--- src/rtl/rsel_pkg.sv ---
package rsel_pkg;
    localparam int NUM_RATES   = 12;
    localparam int IDX_W       = 4;
    localparam int CCK_HI      = 3;
    localparam int OFDM_LO     = 4;
    localparam int OFDM_HI     = NUM_RATES - 1;
    localparam int OFDM_DFLT   = 8;
    localparam int CODE_W      = 8;
    localparam int BAND_OFFSET = 6;

    typedef enum logic {
        ST_IDLE = 1'b0,
        ST_RESP = 1'b1
    } rsel_state_e;

    typedef struct packed {
        logic [IDX_W-1:0]  rate;
        logic [CODE_W-1:0] code;
        logic [CODE_W-1:0] rsv;
        logic [IDX_W-1:0]  top_cck;
        logic [IDX_W-1:0]  top_ofdm;
        logic              ofdm_any;
    } rsel_result_t;
endpackage

--- src/rtl/rsel_scan.sv ---
module rsel_scan #(
    parameter int MAP_W = 12,
    parameter int IDX_W = 4,
    parameter int LO    = 0,
    parameter int HI    = 3,
    parameter int DFLT  = 0
) (
    input  logic [MAP_W-1:0] map,
    input  logic [IDX_W-1:0] start,
    output logic [IDX_W-1:0] idx,
    output logic             hit
);
    // Ascending walk: the last match inside the window is the highest one.
    always_comb begin
        hit = 1'b0;
        idx = IDX_W'(DFLT);
        for (int i = LO; i <= HI; i++) begin
            if (map[i] && (i <= int'(start))) begin
                hit = 1'b1;
                idx = IDX_W'(i);
            end
        end
    end
endmodule

--- src/rtl/rsel_code.sv ---
module rsel_code
    import rsel_pkg::*;
(
    input  logic [IDX_W-1:0]  idx,
    input  logic              band_5g,
    output logic [CODE_W-1:0] code,
    output logic [CODE_W-1:0] rsv
);
    logic [CODE_W-1:0] code_hi;
    logic [CODE_W-1:0] rsv_hi;

    always_comb begin
        unique case (idx)
            4'd4:    begin code_hi = 8'h9B; rsv_hi = 8'd44; end
            4'd5:    begin code_hi = 8'h9F; rsv_hi = 8'd36; end
            4'd6:    begin code_hi = 8'h9A; rsv_hi = 8'd32; end
            4'd7:    begin code_hi = 8'h9E; rsv_hi = 8'd28; end
            4'd9:    begin code_hi = 8'h9D; rsv_hi = 8'd24; end
            4'd10:   begin code_hi = 8'h98; rsv_hi = 8'd24; end
            4'd11:   begin code_hi = 8'h9C; rsv_hi = 8'd24; end
            default: begin code_hi = 8'h99; rsv_hi = 8'd28; end
        endcase
    end

    assign code = band_5g ? code_hi : (code_hi & ~8'h10);
    assign rsv  = band_5g ? rsv_hi  : (rsv_hi + CODE_W'(BAND_OFFSET));
endmodule

--- src/rtl/rsp_rate_sel.sv ---
module rsp_rate_sel
    import rsel_pkg::*;
(
    input  logic                 clk,
    input  logic                 rst_n,
    input  logic                 req_valid,
    input  logic [NUM_RATES-1:0] basic_map,
    input  logic                 band_5g,
    input  logic [IDX_W-1:0]     rx_rate,
    output logic                 rsp_valid,
    output logic [IDX_W-1:0]     rsp_rate,
    output logic [CODE_W-1:0]    rate_code,
    output logic [CODE_W-1:0]    rsv_time,
    output logic [IDX_W-1:0]     top_cck,
    output logic [IDX_W-1:0]     top_ofdm,
    output logic                 ofdm_basic
);
    localparam logic [IDX_W-1:0] FULL_START = '1;
    localparam logic [IDX_W-1:0] CLAMP_IDX  = IDX_W'(OFDM_DFLT);

    rsel_state_e  state_q, state_d;
    rsel_result_t res_q, res_d;

    logic [IDX_W-1:0]  cck_idx, ofdm_idx, tcck_idx, tofdm_idx;
    logic              cck_hit, ofdm_hit, tcck_hit, any_ofdm;
    logic              rx_is_cck;
    logic [IDX_W-1:0]  pick;
    logic [CODE_W-1:0] lut_code, lut_rsv;

    rsel_scan #(.MAP_W(NUM_RATES), .IDX_W(IDX_W), .LO(1), .HI(CCK_HI), .DFLT(0))
        u_cck_scan (.map(basic_map), .start(rx_rate), .idx(cck_idx), .hit(cck_hit));

    rsel_scan #(.MAP_W(NUM_RATES), .IDX_W(IDX_W), .LO(OFDM_LO), .HI(OFDM_HI), .DFLT(OFDM_DFLT))
        u_ofdm_scan (.map(basic_map), .start(rx_rate), .idx(ofdm_idx), .hit(ofdm_hit));

    rsel_scan #(.MAP_W(NUM_RATES), .IDX_W(IDX_W), .LO(0), .HI(CCK_HI), .DFLT(0))
        u_top_cck (.map(basic_map), .start(FULL_START), .idx(tcck_idx), .hit(tcck_hit));

    rsel_scan #(.MAP_W(NUM_RATES), .IDX_W(IDX_W), .LO(OFDM_LO), .HI(OFDM_HI), .DFLT(OFDM_DFLT))
        u_top_ofdm (.map(basic_map), .start(FULL_START), .idx(tofdm_idx), .hit(any_ofdm));

    assign rx_is_cck = (rx_rate <= IDX_W'(CCK_HI));

    always_comb begin
        if (rx_is_cck)
            pick = cck_idx;
        else if (any_ofdm)
            pick = ofdm_idx;
        else
            pick = (rx_rate > CLAMP_IDX) ? CLAMP_IDX : rx_rate;
    end

    rsel_code u_code (.idx(pick), .band_5g(band_5g), .code(lut_code), .rsv(lut_rsv));

    always_comb begin
        res_d          = res_q;
        res_d.rate     = pick;
        res_d.code     = rx_is_cck ? '0 : lut_code;
        res_d.rsv      = rx_is_cck ? '0 : lut_rsv;
        res_d.top_cck  = tcck_idx;
        res_d.top_ofdm = tofdm_idx;
        res_d.ofdm_any = any_ofdm;
    end

    // next state: T_ACCEPT on strobe, T_DRAIN otherwise
    always_comb begin
        state_d = state_q;
        unique case (state_q)
            ST_IDLE: if (req_valid) state_d = ST_RESP;
            ST_RESP: state_d = req_valid ? ST_RESP : ST_IDLE;
            default: state_d = ST_IDLE;
        endcase
    end

    always_ff @(posedge clk or negedge rst_n) begin
        if (!rst_n) state_q <= ST_IDLE;
        else        state_q <= state_d;
    end

    always_ff @(posedge clk or negedge rst_n) begin
        if (!rst_n)         res_q <= '0;
        else if (req_valid) res_q <= res_d;
    end

    assign rsp_valid  = (state_q == ST_RESP);
    assign rsp_rate   = res_q.rate;
    assign rate_code  = res_q.code;
    assign rsv_time   = res_q.rsv;
    assign top_cck    = res_q.top_cck;
    assign top_ofdm   = res_q.top_ofdm;
    assign ofdm_basic = res_q.ofdm_any;
endmodule

--- config.mk ---
export PLATFORM = sky130hd
export DESIGN_NAME = rsp_rate_sel
export DESIGN_NICKNAME = d
export VERILOG_FILES = /design/src/rtl/rsel_pkg.sv /design/src/rtl/rsel_scan.sv /design/src/rtl/rsel_code.sv /design/src/rtl/rsp_rate_sel.sv
export SDC_FILE = /design/constraint.sdc
export NUM_CORES = 1
export LEC_CHECK = 0
export ABC_AREA = 1
export BUFFER_PORTS_ARGS = -buffer_cell sky130_fd_sc_hd__buf_2
export CORE_MARGIN = 1
export CORE_UTILIZATION = 50
export DETAILED_ROUTE_END_ITERATION = 7
export PLACE_DENSITY = 0.91
export SYNTH_ARGS = -nofsm -noshare
export SYNTH_HDL_FRONTEND = slang
export SYNTH_SLANG_ARGS = --single-unit
--- constraint.sdc ---
create_clock -name clk -period 2.2 [get_ports clk]
set_clock_uncertainty 0.15 [all_clocks]
set_input_delay 0.44 -clock clk [delete_from_list [all_inputs] [get_ports clk]]
set_output_delay 0.44 -clock clk [all_outputs]
set_load 0.01 [all_outputs]
==> out/qor.yml <==
grt:
  vias_in_the_first_global_route: 1446
  first_pass_grt_wire_length_um: 6160
  overall_fraction_of_global_route_tracks_in_use_pct: 25.0
  overflow: 0
  grt_antenna_before_repair: 0
  largest_net_degree_at_the_start_of_global_routing: 24
cts:
  cts-root-to-sink-buffers: 2
  number_of_h_tree_branching_levels: 1
  clk_pin_slew_ns: 0.12
  clock_tree_root: "sky130_fd_sc_hd__clkbuf_4"
  cts.sink_count: 23
  worstSkewPairLatency_ns: 0.31
  clock_tree_from_tritoncts: "yes"
  numCtsBuffers: 3
place:
  dp_hpwl_um: 2700
  preCtsSetupSlack_ns: -0.397
  dpl_cell_area_um2: 1820
  gpl.final_weighted_congestion: 0.915
  port_buffers: 42
final_layout:
  synthToLayoutAreaGrowth_pct: 36.1
  fraction_of_final_layout_cells_sized_beyond_drive_strength_1_pct: 41.5
  post-route-cell-area_um2: 1940
  fin_nets: 287
  fill_cells: 228
  ant_diodes: 0
drt:
  post_drt_via_cell_ratio: 5.05
  drc: 0
  wl_per_cell_um: 11.9
  via_count: 1495
  first_pass_iters: 4
  dr.first_iter.drc_count: 61
  wl_um: 3510
  drtAntennaViolNets: 0
timing:
  max_fclk_mhz: 453
  final_slew_violations: 0
  timing.setup.tns_ns: -0.00832
  unrepaired_setup_endpoints_after_global_routing: "yes"
  final-hold-violation-count: 0
  period_needed_ns: 2.21
  final.period_utilization_pct: 100
  finalSetupViolCount: 1
  setup_slack_ns: -0.00832
synth:
  ys_types: 29
  synth.cell_area_um2: 1430
  ys_ff_latch: 23
  synth.yosys.seq_area_share_pct: 40.4
  netlist_instances: 196
  synth_area_per_cell_um2: 7.28
  yosysWarnings: 0
setup_path:
  end_kind: "flop"
  worst_path_max_delay_cell: "sky130_fd_sc_hd__ha_1"
  cp_slowest_stage_delay_ns: 0.26
  worst_path_required_time_ns: 2.27
  path_max_fanout: 3
  timing.critical_path.arrival_ns: 2.28
  cp_top_family: "compound AO/OA/AOI/OAI gates"
  timing.setup.critical_path_class: "primary input to flop"
  worst_setup_path_start_kind: "primary input"
  critPathBufInv: 4
  crit_chain: "buf_4 -> buf_4 -> nand2_2 -> inv_2 -> nand2_2 -> nand2_1 -> nor2_1 -> nand3_2 -> a21oi_4 -> o21ai_2 -> nor2_2 -> inv_1 -> ha_1 -> a22o_1 -> o21bai_2"
die:
  core_box_area_um2: 2730
  rows: 19
  die_span_in_y_um: 55.4
  die-width_um: 55.4
  dieArea_um2: 3070
  ioPinCount: 50
  floorplan.initialDensity_pct: 52.2
pwr:
  total_leakage_power_nw: 1.06
  vdd.ir_drop.worst_mv: 0.464
  power.density_nw_per_um2: 540
worst_hold_path:
  hold_path_class: "primary input to flop"
run_status:
  status: "complete, but fails checks"
  violations_in_the_final_reports: "setup timing"
flow_run:
  maxCapViolCount: 0
-- synth_stat cells --
cell | count | area share (%)
sky130_fd_sc_hd__nand2_1 | 59 | 16
sky130_fd_sc_hd__nor2_1 | 26 | 6.8
sky130_fd_sc_hd__dfrtp_1 | 23 | 40
sky130_fd_sc_hd__inv_1 | 15 | 3.9
sky130_fd_sc_hd__nand3_1 | 15 | 5.3
sky130_fd_sc_hd__o21ai_0 | 9 | 3.2
sky130_fd_sc_hd__buf_4 | 7 | 3.7
sky130_fd_sc_hd__a21oi_1 | 6 | 2.1
sky130_fd_sc_hd__nand2_2 | 5 | 2.2
sky130_fd_sc_hd__nand3_2 | 5 | 3.5
sky130_fd_sc_hd__inv_2 | 3 | 0.79
sky130_fd_sc_hd__nand4_1 | 3 | 1.3
sky130_fd_sc_hd__buf_6 | 2 | 1.6
sky130_fd_sc_hd__clkbuf_1 | 2 | 0.53
sky130_fd_sc_hd__nor2_4 | 2 | 1.6
sky130_fd_sc_hd__a21oi_2 | 1 | 0.61
sky130_fd_sc_hd__a22o_1 | 1 | 0.61
sky130_fd_sc_hd__buf_2 | 1 | 0.35
sky130_fd_sc_hd__conb_1 | 1 | 0.26
sky130_fd_sc_hd__ha_1 | 1 | 0.88
sky130_fd_sc_hd__nand2_4 | 1 | 0.79
sky130_fd_sc_hd__nand3b_1 | 1 | 0.53
sky130_fd_sc_hd__nor2_2 | 1 | 0.44
sky130_fd_sc_hd__nor3_1 | 1 | 0.35
sky130_fd_sc_hd__o21a_1 | 1 | 0.53
sky130_fd_sc_hd__o21ai_1 | 1 | 0.35
sky130_fd_sc_hd__o21ai_2 | 1 | 0.61
sky130_fd_sc_hd__o21bai_1 | 1 | 0.53
sky130_fd_sc_hd__o21bai_2 | 1 | 0.79
-- metrics by stage --
| stage | instances | util, % | total power (W) | hold WS [ns] |
|---|---|---|---|---|
| 6_report | 296 | 71.0 | 0.00105 | 0.178 |
| 5_1_grt | 296 | 71.0 | 0.00111 | 0.167 |
| 4_1_cts | 295 | 68.6 | 0.00103 | 0.180 |
| 3_5_place_dp | 290 | 66.5 | 0.000834 | 0.280 |
| 3_3_place_gp | 290 | 66.5 | 0.000822 | 0.274 |
| 2_1_floorplan | 201 | - | 0.000690 | -0.00559 |
-- sequential cells by signal, summed over array words and instances, names as in the netlist --
| signal | flops |
|---|---|
| rsp_valid | 1 |
| ofdm_basic | 1 |
| rsp_rate | 4 |
| rsv_time | 6 |
| top_ofdm | 4 |
| rate_code | 5 |
| top_cck | 2 |
-- what timing repair did --
item,4_1_cts,5_1_grt
setup endpoints to repair,1,2
setup buffers,0,1
endpoints found under the hold margin,23,0
gates resized for setup,7,20
pin swaps,3,9
hold buffers,1,0
-- path summary, 6_finish.rpt --
| check | startpoint | endpoint | slack (ns) | cells after the start |
|---|---|---|---|---|
| max | basic_map[9] | rsv_time[3]$_DFFE_PN0P_ | -0.008 | 15 |
| min | req_valid | rsp_valid$_DFF_PN0_ | 0.18 | 1 |
| max reg2reg | rsv_time[3]$_DFFE_PN0P_ | rsv_time[3]$_DFFE_PN0P_ | 1.15 | 2 |
| min reg2reg | rate_code[1]$_DFFE_PN0P_ | rate_code[1]$_DFFE_PN0P_ | 0.34 | 2 |
| max in group asynchronous | rst_n | ofdm_basic$_DFFE_PN0P_ | 1.10 | 2 |
| min in group asynchronous | rst_n | rate_code[3]$_DFFE_PN0P_ | 0.46 | 2 |
-- cell type report --
class                      count  area (µm²)  area share (%)
sequential                    23         576            29.6
tap                           31        38.8            2.00
multi-input combinational    148         782            40.3
timing repair buffer          72         449            23.1
clock buffer                   4        26.3            1.35
inverter                      18        70.1            3.61
-- power breakdown --
group	leakage [nW]	switching (W)	internal (W)	total [W]
Clock	0.0150	0.000126	0.0000710	0.000197
Combinational	0.771	0.000206	0.000158	0.000364
Sequential	0.275	0.0000214	0.000466	0.000488
-- layout by cell type (no fill, tap or decap) --
cell type / n
sky130_fd_sc_hd__nand2_1: 56
sky130_fd_sc_hd__buf_2: 39
sky130_fd_sc_hd__buf_4: 31
sky130_fd_sc_hd__dfrtp_1: 23
sky130_fd_sc_hd__nor2_1: 20
sky130_fd_sc_hd__inv_1: 14
sky130_fd_sc_hd__nand3_1: 11
sky130_fd_sc_hd__nand3_2: 9
sky130_fd_sc_hd__nand2_2: 8
sky130_fd_sc_hd__o21ai_0: 7
sky130_fd_sc_hd__conb_1: 6
sky130_fd_sc_hd__nor2_2: 5
sky130_fd_sc_hd__a21oi_1: 5
sky130_fd_sc_hd__nor2_4: 4
sky130_fd_sc_hd__inv_2: 3
sky130_fd_sc_hd__nand4_1: 3
sky130_fd_sc_hd__clkbuf_4: 3
sky130_fd_sc_hd__o21ai_1: 2
sky130_fd_sc_hd__o21ai_2: 2
sky130_fd_sc_hd__inv_4: 1
sky130_fd_sc_hd__nand2_4: 1
sky130_fd_sc_hd__a21oi_2: 1
sky130_fd_sc_hd__a21oi_4: 1
sky130_fd_sc_hd__nand3b_1: 1
sky130_fd_sc_hd__nor3_1: 1
sky130_fd_sc_hd__o21bai_1: 1
sky130_fd_sc_hd__o21a_1: 1
sky130_fd_sc_hd__a22o_1: 1
sky130_fd_sc_hd__o21bai_2: 1
sky130_fd_sc_hd__ha_1: 1
sky130_fd_sc_hd__clkbuf_1: 1
sky130_fd_sc_hd__dlygate4sd3_1: 1
sky130_fd_sc_hd__buf_6: 1
-- routing by layer --
metal,part of all wire (%),vias to the layer above,global-route usage [%],wire (µm)
met2,51,55,43.0,1780
met4,1.7,0,9.29,59
met3,4.3,7,2.58,150
met5,0,-,0,0
li1,-,752,-,-
met1,43,681,32.3,1520
-- logic make-up (layout without fill, tap and decap cells) --
group | after synthesis | count (layout) | share of synthesized area, %
DFF | 23 | 23 | 40.4
buffers and inverters | 30 | 94 | 10.9
adders and majority gates | 1 | 1 | 0.877
AOI/OAI and AO/OA | 22 | 22 | 9.30
other | 1 | 6 | 0.263
and+or+nand+nor | 119 | 119 | 38.3
Power figures use the tool's default switching activity.
